### src/rtl/wdog_pkg.sv
package wdog_pkg;
  localparam int unsigned CNT_W = 7;
  localparam logic [CNT_W-1:0] CNT_INIT = '1;

  typedef struct packed {
    logic             armed;
    logic [CNT_W-1:0] cnt;
  } wdog_ctl_t;

  // Expiry: armed and the counter's top bit has cleared.
  function automatic logic ctl_expired(wdog_ctl_t c);
    return c.armed && !c.cnt[CNT_W-1];
  endfunction
endpackage

### src/rtl/wdog_prescale.sv
module wdog_prescale #(
  parameter int unsigned LO_W = 12,
  parameter int unsigned HI_W = 2
) (
  input  logic clk,
  input  logic rst,
  output logic tick
);
  logic [LO_W-1:0] lo_q;
  logic            lo_wrap;

  always_ff @(posedge clk) begin
    if (rst) lo_q <= '0;
    else     lo_q <= lo_q + 1'b1;
  end

  assign lo_wrap = &lo_q;

  generate
    if (HI_W == 0) begin : g_no_div
      assign tick = lo_wrap;
    end else begin : g_div
      logic [HI_W-1:0] hi_q;
      always_ff @(posedge clk) begin
        if (rst)          hi_q <= '0;
        else if (lo_wrap) hi_q <= hi_q + 1'b1;
      end
      assign tick = lo_wrap & (&hi_q);
    end
  endgenerate
endmodule

### src/rtl/wdog_regs.sv
module wdog_regs
  import wdog_pkg::*;
(
  input  logic             clk,
  input  logic             rst,
  input  logic             hw_en,
  input  logic             clear,
  input  logic             wr_en,
  input  logic [CNT_W:0]   wr_data,
  input  logic             tick,
  output wdog_ctl_t        ctl_q
);
  always_ff @(posedge clk) begin
    if (rst || clear) begin
      ctl_q <= '{armed: hw_en, cnt: CNT_INIT};
    end else if (wr_en) begin
      ctl_q <= '{armed: ctl_q.armed | wr_data[CNT_W], cnt: wr_data[CNT_W-1:0]};
    end else if (tick) begin
      ctl_q.cnt <= ctl_q.cnt - 1'b1;
    end
  end
endmodule

### src/rtl/wdog_pulse.sv
module wdog_pulse #(
  parameter int unsigned PULSE_CYC = 50
) (
  input  logic clk,
  input  logic rst,
  input  logic fire,
  output logic busy,
  output logic pulse_n
);
  localparam int unsigned LW = (PULSE_CYC > 1) ? $clog2(PULSE_CYC) : 1;
  localparam logic [LW-1:0] LAST = LW'(PULSE_CYC - 1);

  logic [LW-1:0] left_q;

  always_ff @(posedge clk) begin
    if (rst) begin
      busy    <= 1'b0;
      left_q  <= '0;
      pulse_n <= 1'b1;
    end else if (fire) begin
      busy    <= 1'b1;
      left_q  <= LAST;
      pulse_n <= 1'b0;
    end else if (busy) begin
      if (left_q == '0) begin
        busy    <= 1'b0;
        pulse_n <= 1'b1;
      end else begin
        left_q  <= left_q - 1'b1;
      end
    end
  end
endmodule

### src/rtl/wdog_ctrl.sv
module wdog_ctrl
  import wdog_pkg::*;
#(
  parameter int unsigned PRE_LO_W  = 12,
  parameter int unsigned PRE_HI_W  = 2,
  parameter int unsigned PULSE_CYC = 50
) (
  input  logic           clk,
  input  logic           rst,
  input  logic           hw_en,
  input  logic           wr_en,
  input  logic [CNT_W:0] wr_data,
  input  logic           halt_req,
  output logic [CNT_W:0] rd_data,
  output logic           sys_rst_n
);
  logic      tick;
  logic      busy;
  logic      fire;
  wdog_ctl_t ctl_q;

  wdog_prescale #(.LO_W(PRE_LO_W), .HI_W(PRE_HI_W)) i_pre (
    .clk (clk),
    .rst (rst),
    .tick(tick)
  );

  assign fire = !busy && ctl_q.armed && (ctl_expired(ctl_q) || halt_req);

  wdog_regs i_regs (
    .clk    (clk),
    .rst    (rst),
    .hw_en  (hw_en),
    .clear  (fire | busy),
    .wr_en  (wr_en),
    .wr_data(wr_data),
    .tick   (tick),
    .ctl_q  (ctl_q)
  );

  wdog_pulse #(.PULSE_CYC(PULSE_CYC)) i_pulse (
    .clk    (clk),
    .rst    (rst),
    .fire   (fire),
    .busy   (busy),
    .pulse_n(sys_rst_n)
  );

  assign rd_data = ctl_q;
endmodule

### config.mk
export PLATFORM = sky130hd
export DESIGN_NAME = wdog_ctrl
export DESIGN_NICKNAME = d
export VERILOG_FILES = /design/src/rtl/wdog_pkg.sv /design/src/rtl/wdog_prescale.sv /design/src/rtl/wdog_regs.sv /design/src/rtl/wdog_pulse.sv /design/src/rtl/wdog_ctrl.sv
export SDC_FILE = /design/constraint.sdc
export NUM_CORES = 1
export LEC_CHECK = 0
export CAP_MARGIN = 0
export CORE_ASPECT_RATIO = 1.75
export CORE_UTILIZATION = 45
export CTS_CLUSTER_SIZE = 28
export DETAILED_ROUTE_END_ITERATION = 12
export DONT_BUFFER_PORTS = 1
export PLACE_DENSITY = 0.72
export SYNTH_ARGS = -nofsm -noshare
export SYNTH_HDL_FRONTEND = slang
export SYNTH_SLANG_ARGS = --single-unit
### constraint.sdc
create_clock -name clk -period 1.6 [get_ports clk]
set_clock_uncertainty 0.05 [all_clocks]
set_input_delay 0.48 -clock clk [delete_from_list [all_inputs] [get_ports clk]]
set_output_delay 0.48 -clock clk [all_outputs]
set_load 0.005 [all_outputs]
---- After elaboration in Yosys (flattened, before gate mapping) ----
Index checks and enable logic that the tools add are counted.
word-level totals
  register bits ........................... 30
  latch bits .............................. 0
  RAM bits ................................ 0
  memory bits (read-only) ................. 0
  memories ................................ 0
operators by class
  add/subtract/negate cells ............... 4
  multipliers ............................. 0
  div/mod/pow operators ................... 0
  order comparisons ....................... 0
  equality and inequality tests ........... 1
  shift operators ......................... 0
  mux-type cells .......................... 13
  bitwise operators ....................... 4
  reduce and logical (&&, ||, !) cells .... 18
operators by type and width
  kind                     number
  $mux W6                  3
  $mux W7                  2
  $add A12 B1 Y12 const B  1
  $reduce_and A12 Y1       1
  $mux W8                  1
  $reduce_and A2 Y1        4
  $reduce_bool A2 Y1       4
  $mux W1                  7
  $sub A7 B1 Y7 const B    1
  $logic_not A6 Y1         1
  $sub A6 B1 Y6 const B    1
  $logic_and A1 B1 Y1      3
  $add A2 B1 Y2 const B    1
  $logic_not A1 Y1         2
  $logic_or A1 B1 Y1       2
  $ne A2 B2 Y1 const B     1
  $or A1 B1 Y1             2
  $reduce_or A2 Y1         1
  $and A1 B1 Y1            1
  $not A1 Y1               1

---- Logic depth before layout (Yosys ltp) ----
Gate-level depths: netlist (run 1).
  word-level depth ........................ 7
  depth in mapped cells ................... 7

---- Cells and area by module ----
A second synthesis (run 1) with hierarchy kept.
unflattened totals
  cells, all modules ...................... 165
  area, all modules ....................... 1522.7 sq um
by module, submodules not included
  module         instances  cells an instance  area an instance (sq um)  seq. area each (sq um)
  wdog_prescale  1          69                 640.6                     280.3
  wdog_regs      1          47                 432.9                     170.2
  wdog_pulse     1          46                 419.2                     160.2
  wdog_ctrl      1          3                  30.0                      0.0

---- Worst setup path before layout (run 1) ----
OpenSTA, ideal clock, no wires.
  path kind ............................... reg-to-reg
  start ................................... register i_pre.lo_q[0]
  end ..................................... register, netlist name i_regs.ctl_q[5]
  data arrival time ....................... 1415 ps
  data required time ...................... 1403 ps
  slack ................................... -12 ps
  cell stages (with the launch flop) ...... 8
  buffers on the path ..................... 1
  period minus slack after synthesis ...... 1612 ps
  cell sequence ........................... dfxtp_1 -> ha_1 -> and3_1 -> buf_2 -> nand4_4 -> o31a_2 -> nor3_1 -> o21ai_0
between the ends
  cells in the longest elaborated chain, start to end .. 3
RTL lines
  what                                 RTL line             text
  start: declaration                   wdog_prescale.sv:9   logic [LO_W-1:0] lo_q;
  start signal: assignment             wdog_prescale.sv:14  else lo_q <= lo_q + 1'b1;
  $reduce_and A12 Y1                   wdog_prescale.sv:17  assign lo_wrap = &lo_q;
  $and A1 B1 Y1                        wdog_prescale.sv:28  assign tick = lo_wrap & (&hi_q);
  $reduce_bool A2 Y1 (no source line)  n/a
Every way passes these cells.
A chain may end at the register's enable or synchronous reset.

---- Final worst setup path (run 1) ----
  start ................................... register i_pulse.left_q[1]
  end ..................................... register i_pulse.left_q[3]
between the ends
  cells in the longest elaborated chain, start to end .. 3
  elaborated cells between the ends (all ways) .. 4
  classes of those cells .................. add/sub: 1; bitwise: 1; reduce/logical: 2
RTL lines
  what                                                                   RTL line          text
  start: declaration                                                     wdog_pulse.sv:13  logic [LW-1:0] left_q;
  start signal: assignment                                               wdog_pulse.sv:29  left_q <= left_q - 1'b1;
  parallel branches: the longest is 3 deep, another holds $sub A6 B1 Y6  n/a
Parallel ways; which one is timed is not known.

==> results of run 1 <==
==> area by class of cell <==
type | count | area, sq um | share of cell area
Multi-Input combinational cell | 116 | 795 | 0.477
Sequential cell | 30 | 616 | 0.369
Timing Repair Buffer | 12 | 90.1 | 0.0541
Clock buffer | 7 | 86.3 | 0.0518
Tap cell | 42 | 52.6 | 0.0315
Inverter | 6 | 22.5 | 0.0135
Clock inverter | 1 | 5.00 | 0.00300
==> sequential cells by signal, summed over array words and instances, names as in the netlist <==
signal            flops
i_pre.lo_q           12
i_pulse.pulse_n       1
i_pulse.left_q        6
i_pulse.busy          1
i_pre.g_div.hi_q      2
i_regs.ctl_q          8
==> worst max-delay path by stage <==
stage / cells after the start / from / to
6_report: 7 / i_pulse.left_q[1] / i_pulse.left_q[3]
5_1_grt: 7 / i_pulse.left_q[1] / i_pulse.left_q[3]
4_1_cts: 6 / i_pre.lo_q[1] / i_regs.ctl_q[5]
3_5_place_dp: 6 / i_pre.lo_q[1] / i_regs.ctl_q[5]
3_3_place_gp: 6 / i_pre.lo_q[0] / i_regs.ctl_q[5]
2_1_floorplan: 7 / i_pre.lo_q[0] / i_regs.ctl_q[5]
==> cells in the final DEF, fill, tap and decap left out, types with 2 or more instances in the layout <==
cell / count
o211ai_1: 2
xnor2_1: 6
xor2_1: 8
o21a_1: 2
inv_1: 4
nand3_1: 6
o21ai_0: 4
buf_4: 12
inv_2: 2
nor2_1: 23
a21oi_1: 7
clkbuf_8: 6
nand4_1: 3
ha_1: 3
nor2b_1: 4
dfxtp_1: 25
a211oi_1: 2
nor3_1: 8
mux2i_1: 3
dfxtp_2: 4
nor4_1: 2
nand2b_1: 2
nand2_1: 10
==> cells by family after synthesis <==
kind of cell,count (synthesis)
simple gates,71
flops,30
compound gates,23
xor+xnor,14
buf+inv,11
fa+ha+maj,5
mux,3
==> cell usage after synthesis (3+ instances only) <==
cell type / instances
o21ai_0: 5
nand2_1: 10
nor2_1: 24
nor2b_1: 4
nand3_1: 6
nor3_1: 9
xnor2_1: 6
nand2b_1: 3
inv_1: 6
mux2i_1: 3
dfxtp_1: 29
nand4_1: 3
ha_1: 5
xor2_1: 8
a21oi_1: 7
==> what timing repair did <==
item | CTS | global route
pin swaps | 0 | 5
gates resized for setup | 3 | 15
buffers inserted | 0 | 1
endpoints found under the setup margin | 3 | 7
==> power groups by stage <==
stage          clock [mW]  sequential (mW)  combinational, mW
4_1_cts             0.636            0.854              0.212
5_1_grt             0.677            0.869              0.274
2_1_floorplan           0            0.863              0.163
3_5_place_dp            0            0.870              0.211
6_report            0.621            0.859              0.242
3_3_place_gp            0            0.867              0.201
==> metrics by stage <==
step                      setup TNS [ps]  area [sq um]
after floorplan                        0          1420
after global placement                 0          1520
after detailed placement           -51.2          1520
after CTS                              0          1620
after global routing                -117          1670
final                                  0          1670
==> per-layer routing <==
metal / part of all wire / wire (um) / vias to the layer above
met5: 0 / 0 / -
met4: 0.033 / 90 / 0
met3: 0.038 / 104 / 13
met2: 0.58 / 1620 / 28
met1: 0.35 / 956 / 530
li1: - / - / 569
==> summary.md, run 1 <==
| Metric | Value |
|---|---|
| Synth top area share | 0.410 |
| CTS tree | yes |
| Antenna violations before repair | 0 |
| Adder-cell area share of the yosys netlist | 0.0442 |
| Area share of xor/xnor cells in the synthesized design | 0.0866 |
| Routed length per instance | 12.9 um |
| Clock Pin Slew Worst Setup and Hold Paths | 60 ps |
| Multiplexer share of the synthesized area | 0.0212 |
| Initial DRC Count | 17 |
| Hold wc startpoint | rst |
| CTS buffer count | 5 |
| Number of global-route vias before repair | 1127 |
| Internal power | 1.28 mW |
| Final Total Pwr | 1.72 mW |
| TritonRoute pass-1 iters | 4 |
| Final setup fails | 0 |
| Post-Synthesis Cells | 157 |
| Critical-path maximum fanout | 7 |
| CP Launch Type | register |
| Delay-heaviest family, CP | compound AO/OA/AOI/OAI gates |
| Hold Crit Depth | 1 |
| Met3 Use GR | 0.0545 |
| Synthesized area | 1420 sq um |
| Comb power frac | 0.140 |
| R2R Setup Slk | 20 ps |
| Slew HR | 0.792 |
| Post-synth ARST share | 0 |
| Reg2Reg Depth | 7 |
| Worst path cell trace | inv_2 -> ha_4 -> nand2b_4 -> o41a_1 -> nand2_1 -> xor2_1 -> nor2_1 |
| Nets@finish | 189 |
| Routed Antenna Nets | 0 |
| Final min period | 1580 ps |
| H-Tree Depth | 2 |
| Number of vias per cell | 5.33 |
| CTS Root Cell | clkbuf_8 |
| Final Max Tran Viols | 0 |
| Reg power frac | 0.499 |
| Worst-Margin Slew | 309 ps |
| Critical Path Sink Type | register |
| DRC Markers | 0 |
| Hold-fix buffer count after cts | 0 |
| RSZ-0062 raised after global routing | true |
| # fillers | 276 |
| PnR worst setup slack | 24.1 ps |
| Peak VDD IR | 0.743 mV |
| CP Buf/Inv Count | 1 |
| Syn_area_per_cell | 9.02 sq um |
| I/O Buffers | 0 |
| Clock tree buffer depth | 2 |
| Post-synthesis simple-gate area fraction | 0.271 |
| Dominant synthesized flop cell | dfxtp_1 |
| Total track usage | 0.182 |
| Synth unique cells | 38 |
| Outcome | finished, final reports clean |
| RR Startpoint | i_pulse.left_q[1] |
| Sequential element share of the synthesized area | 0.431 |
| Core Region | 2960 sq um |
| Routability-driven placement congestion ratio | 0.813 |
| WHS Endpoint | i_pulse.left_q[0] |
| Hold slack | 207 ps |
| Die H | 76.2 um |
| Final Hold Viols | 0 |
| Critical-path top delay cell | o41a_1 |
| Pleak | 0.655 nW |
| Die ar. | 3380 sq um |
| Main combinational cell family by area after synthesis | simple AND/OR/NAND/NOR gates |
| Total number of vias | 1140 |
| Crit path arrival time | 1700 ps |
| Synth Area in Compound Gates | 0.110 |
| GRT met1 Usage | 0.163 |
| HP Class | primary input to register |
| Clock share of power | 0.361 |
| GRT Max-Usage Layer | met2 |
| Slowest cell delay on critical path | 470 ps |
| Critical path class | register to register |
| Worst-skew pair later-pin latency | 280 ps |
| Net switching power | 0.444 mW |
| Die width | 44.4 um |
| Switching share of total power | 0.258 |
| Post-Syn Nets | 175 |
| IO Pins | 22 |
| Area growth syn-to-layout | 17.7% |
| WL final | 2770 um |
| Largest net degree at the start of global routing | 22 |
| Total congestion overflow | 0 |
| Share of cells above drive strength 1 | 0.233 |
| # diodes | 0 |
| First-pass GRT wire length | 4620 um |
| CP Data Required Time | 1720 ps |
| Clock sink total | 30 |
| RR Endpoint | i_pulse.left_q[3] |
| DP Cell Count | 205 |
| HPWL after detailed placement | 2080 um |
| Yosys synthesis warning count | 0 |
| Largest cells by area after synthesis | dfxtp_1 41%, nor2_1 6.4%, xor2_1 4.9% |
| Pre-CTS setup slack | -44.9 ps |
| Crit share post-route | 0.985 |
| # rows | 26 |
| Cell Pwr Density | 1030 nW/um^2 |
| MaxCap Viol Count | 0 |
| GR Util met2 | 0.337 |
| Initial Utilization | 0.478 |
| Non-filler instance count after layout | 214 |
| Fmax | 635 MHz |
| EDFF count, synth | 1 |
| Fin util | 0.563 |
| Dominant cell type by area after synthesis | dfxtp_1 |
| Yosys reg bits | 30 |
No activity file was read; power rests on OpenSTA's default activity.
==> inputs of run 2 (changes only) <==
--- a/config.mk
+++ b/config.mk
@@ -13,3 +13,4 @@
 export DONT_BUFFER_PORTS = 1
-export PLACE_DENSITY = 0.72
+export GPL_ROUTABILITY_DRIVEN = 0
+export PLACE_DENSITY = 0.7
 export SYNTH_ARGS = -nofsm -noshare
--- a/constraint.sdc
+++ b/constraint.sdc
@@ -4,2 +4,2 @@
 set_output_delay 0.48 -clock clk [all_outputs]
-set_load 0.005 [all_outputs]
+set_load 0.1 [all_outputs]
==> run 2 against run 1 <==
  * Combinational power is 71% higher
  * Critical path depth unchanged
  * Highest routed layer unchanged
  * Routed wire length up 0.18%
  * Critical endpoint unchanged
  * Sequential power grew 0.8%
  * Utilization is 4.2 points higher
  * Worst setup slack better by 22 ps
  * First-iteration DRC count decreased by 65%
==> summary.md, run 2 (same netlist as run 1, synthesis figures left out) <==
| Metric | Value |
|---|---|
| Outcome | finished, final reports clean |
| Clock tree buffer depth | 2 |
| Net switching power | 0.594 mW |
| Die width | 44.4 um |
| Clock sink total | 30 |
| # diodes | 0 |
| Routed length per instance | 12.4 um |
| Delay-heaviest family, CP | compound AO/OA/AOI/OAI gates |
| RSZ-0062 raised after global routing | true |
| Worst-Margin Slew | 630 ps |
| Placement Cell Area | 1630 sq um |
| Routed Antenna Nets | 0 |
| Share of cells above drive strength 1 | 0.298 |
| GR Util met2 | 0.318 |
| Total congestion overflow | 0 |
| # fillers | 245 |
| Met3 Use GR | 0.0569 |
| Nets@finish | 198 |
| Slowest cell delay on critical path | 470 ps |
| Largest regs | i_pre.lo_q: 12 flops, i_regs.ctl_q: 8 flops, i_pulse.left_q: 6 flops |
| Most common cell after layout, fill and taps aside | nor2_1 |
| Peak VDD IR | 0.741 mV |
| CTS buffer count | 5 |
| Initial DRC Count | 6 |
| Commonest cells after routing, fill and taps aside | 23 x nor2_1, 21 x dfxtp_1, 20 x buf_4 |
| Internal power | 1.39 mW |
| DRC Markers | 0 |
| Hold-fix buffer count after cts | 0 |
| # rows | 26 |
| Largest register by flop count | i_pre.lo_q |
| GRT met1 Usage | 0.169 |
| Reg power frac | 0.436 |
| Pleak | 0.712 nW |
| HPWL after detailed placement | 2090 um |
| Final min period | 1550 ps |
| Final Total Pwr | 1.99 mW |
| Antenna violations before repair | 0 |
| Register area | 626 sq um |
| Hold slack | 212 ps |
| First-pass GRT wire length | 4490 um |
| Switching share of total power | 0.299 |
| Number of vias per cell | 5.26 |
| Total number of vias | 1172 |
| Cell Pwr Density | 1110 nW/um^2 |
| CTS Root Cell | clkbuf_8 |
| WL final | 2770 um |
| Critical-path maximum fanout | 7 |
| Fmax | 644 MHz |
| CP Launch Type | register |
| Area growth syn-to-layout | 26.4% |
| H-Tree Depth | 2 |
| Number of global-route vias before repair | 1137 |
| Setup TNS | 0 ps |
| Initial Utilization | 0.478 |
| Die H | 76.2 um |
| Crit share post-route | 0.971 |
| Largest net degree at the start of global routing | 22 |
| TritonRoute pass-1 iters | 4 |
| Die ar. | 3380 sq um |
| Crit path arrival time | 1680 ps |
| CTS tree | yes |
| I/O Buffers | 0 |
| MaxCap Viol Count | 0 |
| Critical Path Sink Type | register |
| Worst-skew pair later-pin latency | 280 ps |
| Fin area | 1790 sq um |
| Clock share of power | 0.355 |
| Pre-CTS setup slack | -32.3 ps |
| GRT Max-Usage Layer | met2 |
| Slew HR | 0.580 |
| Final setup fails | 0 |
| Comb power frac | 0.209 |
| Worst path cell trace | inv_2 -> ha_4 -> nand2b_4 -> o41a_1 -> nand2_1 -> xor2_1 -> nor2_1 |
| HP Class | primary input to register |
| Final Hold Viols | 0 |
| CP Data Required Time | 1720 ps |
| Core Region | 2960 sq um |
| Total track usage | 0.177 |
| Area occupied by multi-input gates | 810 sq um |
| Critical path class | register to register |
| Critical-path top delay cell | o41a_1 |
| IO Pins | 22 |
| CP Buf/Inv Count | 1 |
| Clock Pin Slew Worst Setup and Hold Paths | 60 ps |
| PnR worst setup slack | 46.4 ps |
| Final Max Tran Viols | 0 |
| Max reg flops | 12 |
-- run 2: cell types whose count changed in the layout (fill, tap and decap cells not counted), moves of 2 or more --
cell | before | now
o21ai_0 | 4 | 1
dfxtp_4 | 0 | 2
clkbuf_8 | 6 | 8
buf_4 | 12 | 20
dfxtp_1 | 25 | 21
o21ai_1 | 1 | 3
dfxtp_2 | 4 | 6
-- run 2: per-layer routing --
| layer | wire, um | vias to the layer above |
|---|---|---|
| met1 | 1010 | 552 |
| met2 | 1620 | 24 |
| met5 | 0 | - |
| li1 | - | 588 |
| met4 | 62 | 0 |
| met3 | 77 | 8 |
-- run 2: final timing paths --
check | start | slack [ps] | cells after the start | to
max | i_pulse.left_q[1] | 50 | 7 | i_pulse.left_q[3]
min | rst | 210 | 1 | i_pulse.left_q[0]
max reg2reg | i_pulse.left_q[1] | 50 | 7 | i_pulse.left_q[3]
min reg2reg | i_pulse.pulse_n | 440 | 1 | i_pulse.pulse_n
-- run 2: layout make-up --
type | count | area share
multi-input combinational | 116 | 0.452
sequential | 30 | 0.349
timing repair buffer | 21 | 0.0950
clock buffer | 8 | 0.0615
tap | 42 | 0.0294
inverter | 6 | 0.0126
-- run 2: metrics by stage --
stage | util | std cells
floorplan | - | 157
global placement | 0.550 | 214
detailed placement | 0.550 | 214
CTS | 0.588 | 222
global route | 0.605 | 223
finish | 0.605 | 223
-- run 2: what timing repair did --
item                       CTS  global route
setup endpoints to repair    2             9
pin swaps                    0             2
setup buffers                0             1
resized for setup            1            13
-- run 2: worst register-to-register path: cells and delay by family, from the launching register on --
kind | cells | cell delay [ps]
flip-flops | 1 | 340
XOR/XNOR | 1 | 150
buffers and inverters | 1 | 80
adder cells (fa/ha/maj) | 1 | 140
AND/OR/NAND/NOR | 3 | 220
AO/OA/AOI/OAI | 1 | 470
-- run 2: power groups by stage --
stage / Sequential, mW / Combinational (mW) / Clock, mW
2_1_floorplan: 1.01 / 0.172 / 0
3_3_place_gp: 0.873 / 0.370 / 0
3_5_place_dp: 0.877 / 0.381 / 0
4_1_cts: 0.860 / 0.383 / 0.726
5_1_grt: 0.872 / 0.452 / 0.757
6_report: 0.866 / 0.415 / 0.706
==> inputs of run 3 (changes only) <==
ABC_AREA = 1   (was unset)
==> run 3 against run 2 <==
  * Final cell count is 25% higher
  * Count of clock-buffer cells in the layout shrank 2
  * Sequential cell count stayed put
  * Total power increased by 9.1%
  * Synthesized cell count up 39%
  * Sequential power is 1% higher
  * Worst setup slack gained 24 ps
  * Critical path depth fell by 6
  * Via count is 17% higher
  * Synthesized area up 14%
  * Critical path type is now register to output port
  * Critical endpoint is now rd_data[7]
  * Largest power group unchanged
==> summary.md, run 3 <==
| Metric | Value |
|---|---|
| Critical path class | register to output port |
| Yosys reg bits | 30 |
| Clock tree buffer depth | 2 |
| Synthesized area | 1610 sq um |
| Most common cell after layout, fill and taps aside | nand2_1 |
| Die ar. | 3830 sq um |
| Synth top area share | 0.360 |
| Cell Pwr Density | 1170 nW/um^2 |
| Crit path arrival time | 1000 ps |
| Number of vias per cell | 4.91 |
| Initial Utilization | 0.474 |
| Delay-heaviest family, CP | flip-flops |
| Yosys synthesis warning count | 0 |
| Post-Syn Nets | 236 |
| Total number of vias | 1371 |
| Final Hold Viols | 0 |
| Die H | 81.2 um |
| WHS Endpoint | i_pre.lo_q[0] |
| Clock Pin Slew Worst Setup and Hold Paths | 70 ps |
| PnR worst setup slack | 70.8 ps |
| CP Data Required Time | 1070 ps |
| Dominant synthesized flop cell | dfxtp_1 |
| Largest regs | i_pre.lo_q: 12 flops, i_regs.ctl_q: 8 flops, i_pulse.left_q: 6 flops |
| Die width | 47.2 um |
| CTS buffer count | 5 |
| Clock sink total | 30 |
| Synth unique cells | 28 |
| RR Startpoint | i_pre.lo_q[0] |
| CP Launch Type | register |
| Routed Antenna Nets | 0 |
| Max reg flops | 12 |
| Sequential element share of the synthesized area | 0.379 |
| Fin area | 1850 sq um |
| Slew HR | 0.789 |
| Number of global-route vias before repair | 1354 |
| Largest register by flop count | i_pre.lo_q |
| Critical-path top delay cell | edfxtp_1 |
| First-pass GRT wire length | 5550 um |
| Worst-Margin Slew | 315 ps |
| Syn_area_per_cell | 7.39 sq um |
| RSZ-0062 raised after global routing | false |
| Worst-skew pair later-pin latency | 280 ps |
| Total congestion overflow | 0 |
| WL final | 3290 um |
| Placement Cell Area | 1750 sq um |
| Outcome | finished, final reports clean |
| I/O Buffers | 0 |
| Final min period | 1530 ps |
| Critical Path Sink Type | output port |
| Pre-CTS setup slack | 137 ps |
| # rows | 28 |
| Final Max Tran Viols | 0 |
| Hold wc startpoint | rst |
| HP Class | primary input to register |
| # diodes | 0 |
| Resized Gates After CTS | 0 |
| CTS Root Cell | clkbuf_8 |
| Core Region | 3400 sq um |
| Fmax | 654 MHz |
| Total track usage | 0.208 |
| Initial DRC Count | 15 |
| Post-synth ARST share | 0 |
| Routed length per instance | 11.8 um |
| Dominant cell type by area after synthesis | dfxtp_1 |
| Reg2Reg Depth | 8 |
| Share of cells above drive strength 1 | 0.209 |
| Peak VDD IR | 0.901 mV |
| CP Buf/Inv Count | 1 |
| Pleak | 0.813 nW |
| Hold-fix buffer count after cts | 0 |
| Antenna violations before repair | 0 |
| Post-CTS Repair Setup Buffers | 0 |
| Hold Crit Depth | 1 |
| RR Endpoint | i_regs.ctl_q[2] |
| HPWL after detailed placement | 2640 um |
| Post-Synthesis Cells | 218 |
| H-Tree Depth | 2 |
| Largest cells by area after synthesis | dfxtp_1 36%, nand2_1 12%, nor2_1 5.8% |
| Final setup fails | 0 |
| Slowest cell delay on critical path | 400 ps |
| Crit share post-route | 0.956 |
| EDFF count, synth | 1 |
| Nets@finish | 251 |
| R2R Setup Slk | 150 ps |
| Largest net degree at the start of global routing | 15 |
| MaxCap Viol Count | 0 |
| Synth top cells by count | 53 x nand2_1, 29 x dfxtp_1, 25 x nor2_1 |
| Area growth syn-to-layout | 14.6% |
| TritonRoute pass-1 iters | 4 |
| IO Pins | 22 |
| Critical-path maximum fanout | 2 |
| Count leader, synth | nand2_1 |
| DRC Markers | 0 |
| Worst path cell trace | buf_4 |
| Commonest cells after routing, fill and taps aside | 53 x nand2_1, 25 x nor2_1, 24 x dfxtp_1 |
| CTS tree | yes |
[run 3: cell count changes in the layout (fill, tap and decap cells not counted), sizes merged, moves of 4 or more]
cell	previous run	this run
inv	6	29
xnor2	6	1
xor2	8	4
nand3	6	23
buf	21	11
o21ai	5	10
nor2b	4	0
nand2	10	58
nor3	9	1
nor2	24	31
[run 3: worst max path at each step]
stage | start | endpoint | slack [ps] | depth (start not counted)
floorplan | i_regs.ctl_q[7] | i_regs.ctl_q[7] | -170 | 5
global placement | i_pre.lo_q[0] | i_regs.ctl_q[0] | 150 | 8
detailed placement | i_pre.lo_q[0] | i_regs.ctl_q[2] | 140 | 8
CTS | i_regs.ctl_q[7] | rd_data[7] | 50 | 1
global route | i_pre.lo_q[0] | i_regs.ctl_q[2] | 20 | 8
finish | i_regs.ctl_q[7] | rd_data[7] | 70 | 1
[run 3: cell families after synthesis]
logic type	synth area share
compound gates	0.0947
flops	0.379
xor+xnor	0.0272
fa+ha+maj	0.0388
simple gates	0.377
buf+inv	0.0831
[run 3: final cells by class]
class / instances / area (sq um)
Tap cell: 45 / 56.3
Fill cell: 366 / 1550
Clock buffer: 6 / 82.6
Sequential cell: 30 / 617
Inverter: 29 / 111
Clock inverter: 2 / 12.5
Multi-Input combinational cell: 156 / 872
Timing Repair Buffer: 11 / 95.1
[run 3: layer usage]
| layer | vias up | wire [um] | GRT usage |
|---|---|---|---|
| met5 | - | 0 | 0 |
| met4 | 0 | 74 | 0.0943 |
| met3 | 7 | 150 | 0.0711 |
| met2 | 27 | 1920 | 0.388 |
| met1 | 608 | 1150 | 0.183 |
| li1 | 729 | - | - |
[run 3: report_power, final]
group          switching, mW  internal [mW]  total, mW
registers             0.0514          0.825      0.877
logic                  0.473          0.176      0.648
clock network          0.298          0.345      0.643
total                  0.822           1.35       2.17
[run 3: through the flow]
step	TNS [ps]	hold slack (ps)	power [mW]	cells	util
2_1_floorplan	-538	368	1.42	218	-
3_5_place_dp	0	383	1.55	271	0.515
6_report	0	204	2.17	279	0.543
4_1_cts	0	193	2.19	279	0.543
3_3_place_gp	0	380	1.54	271	0.515
5_1_grt	0	183	2.29	279	0.543
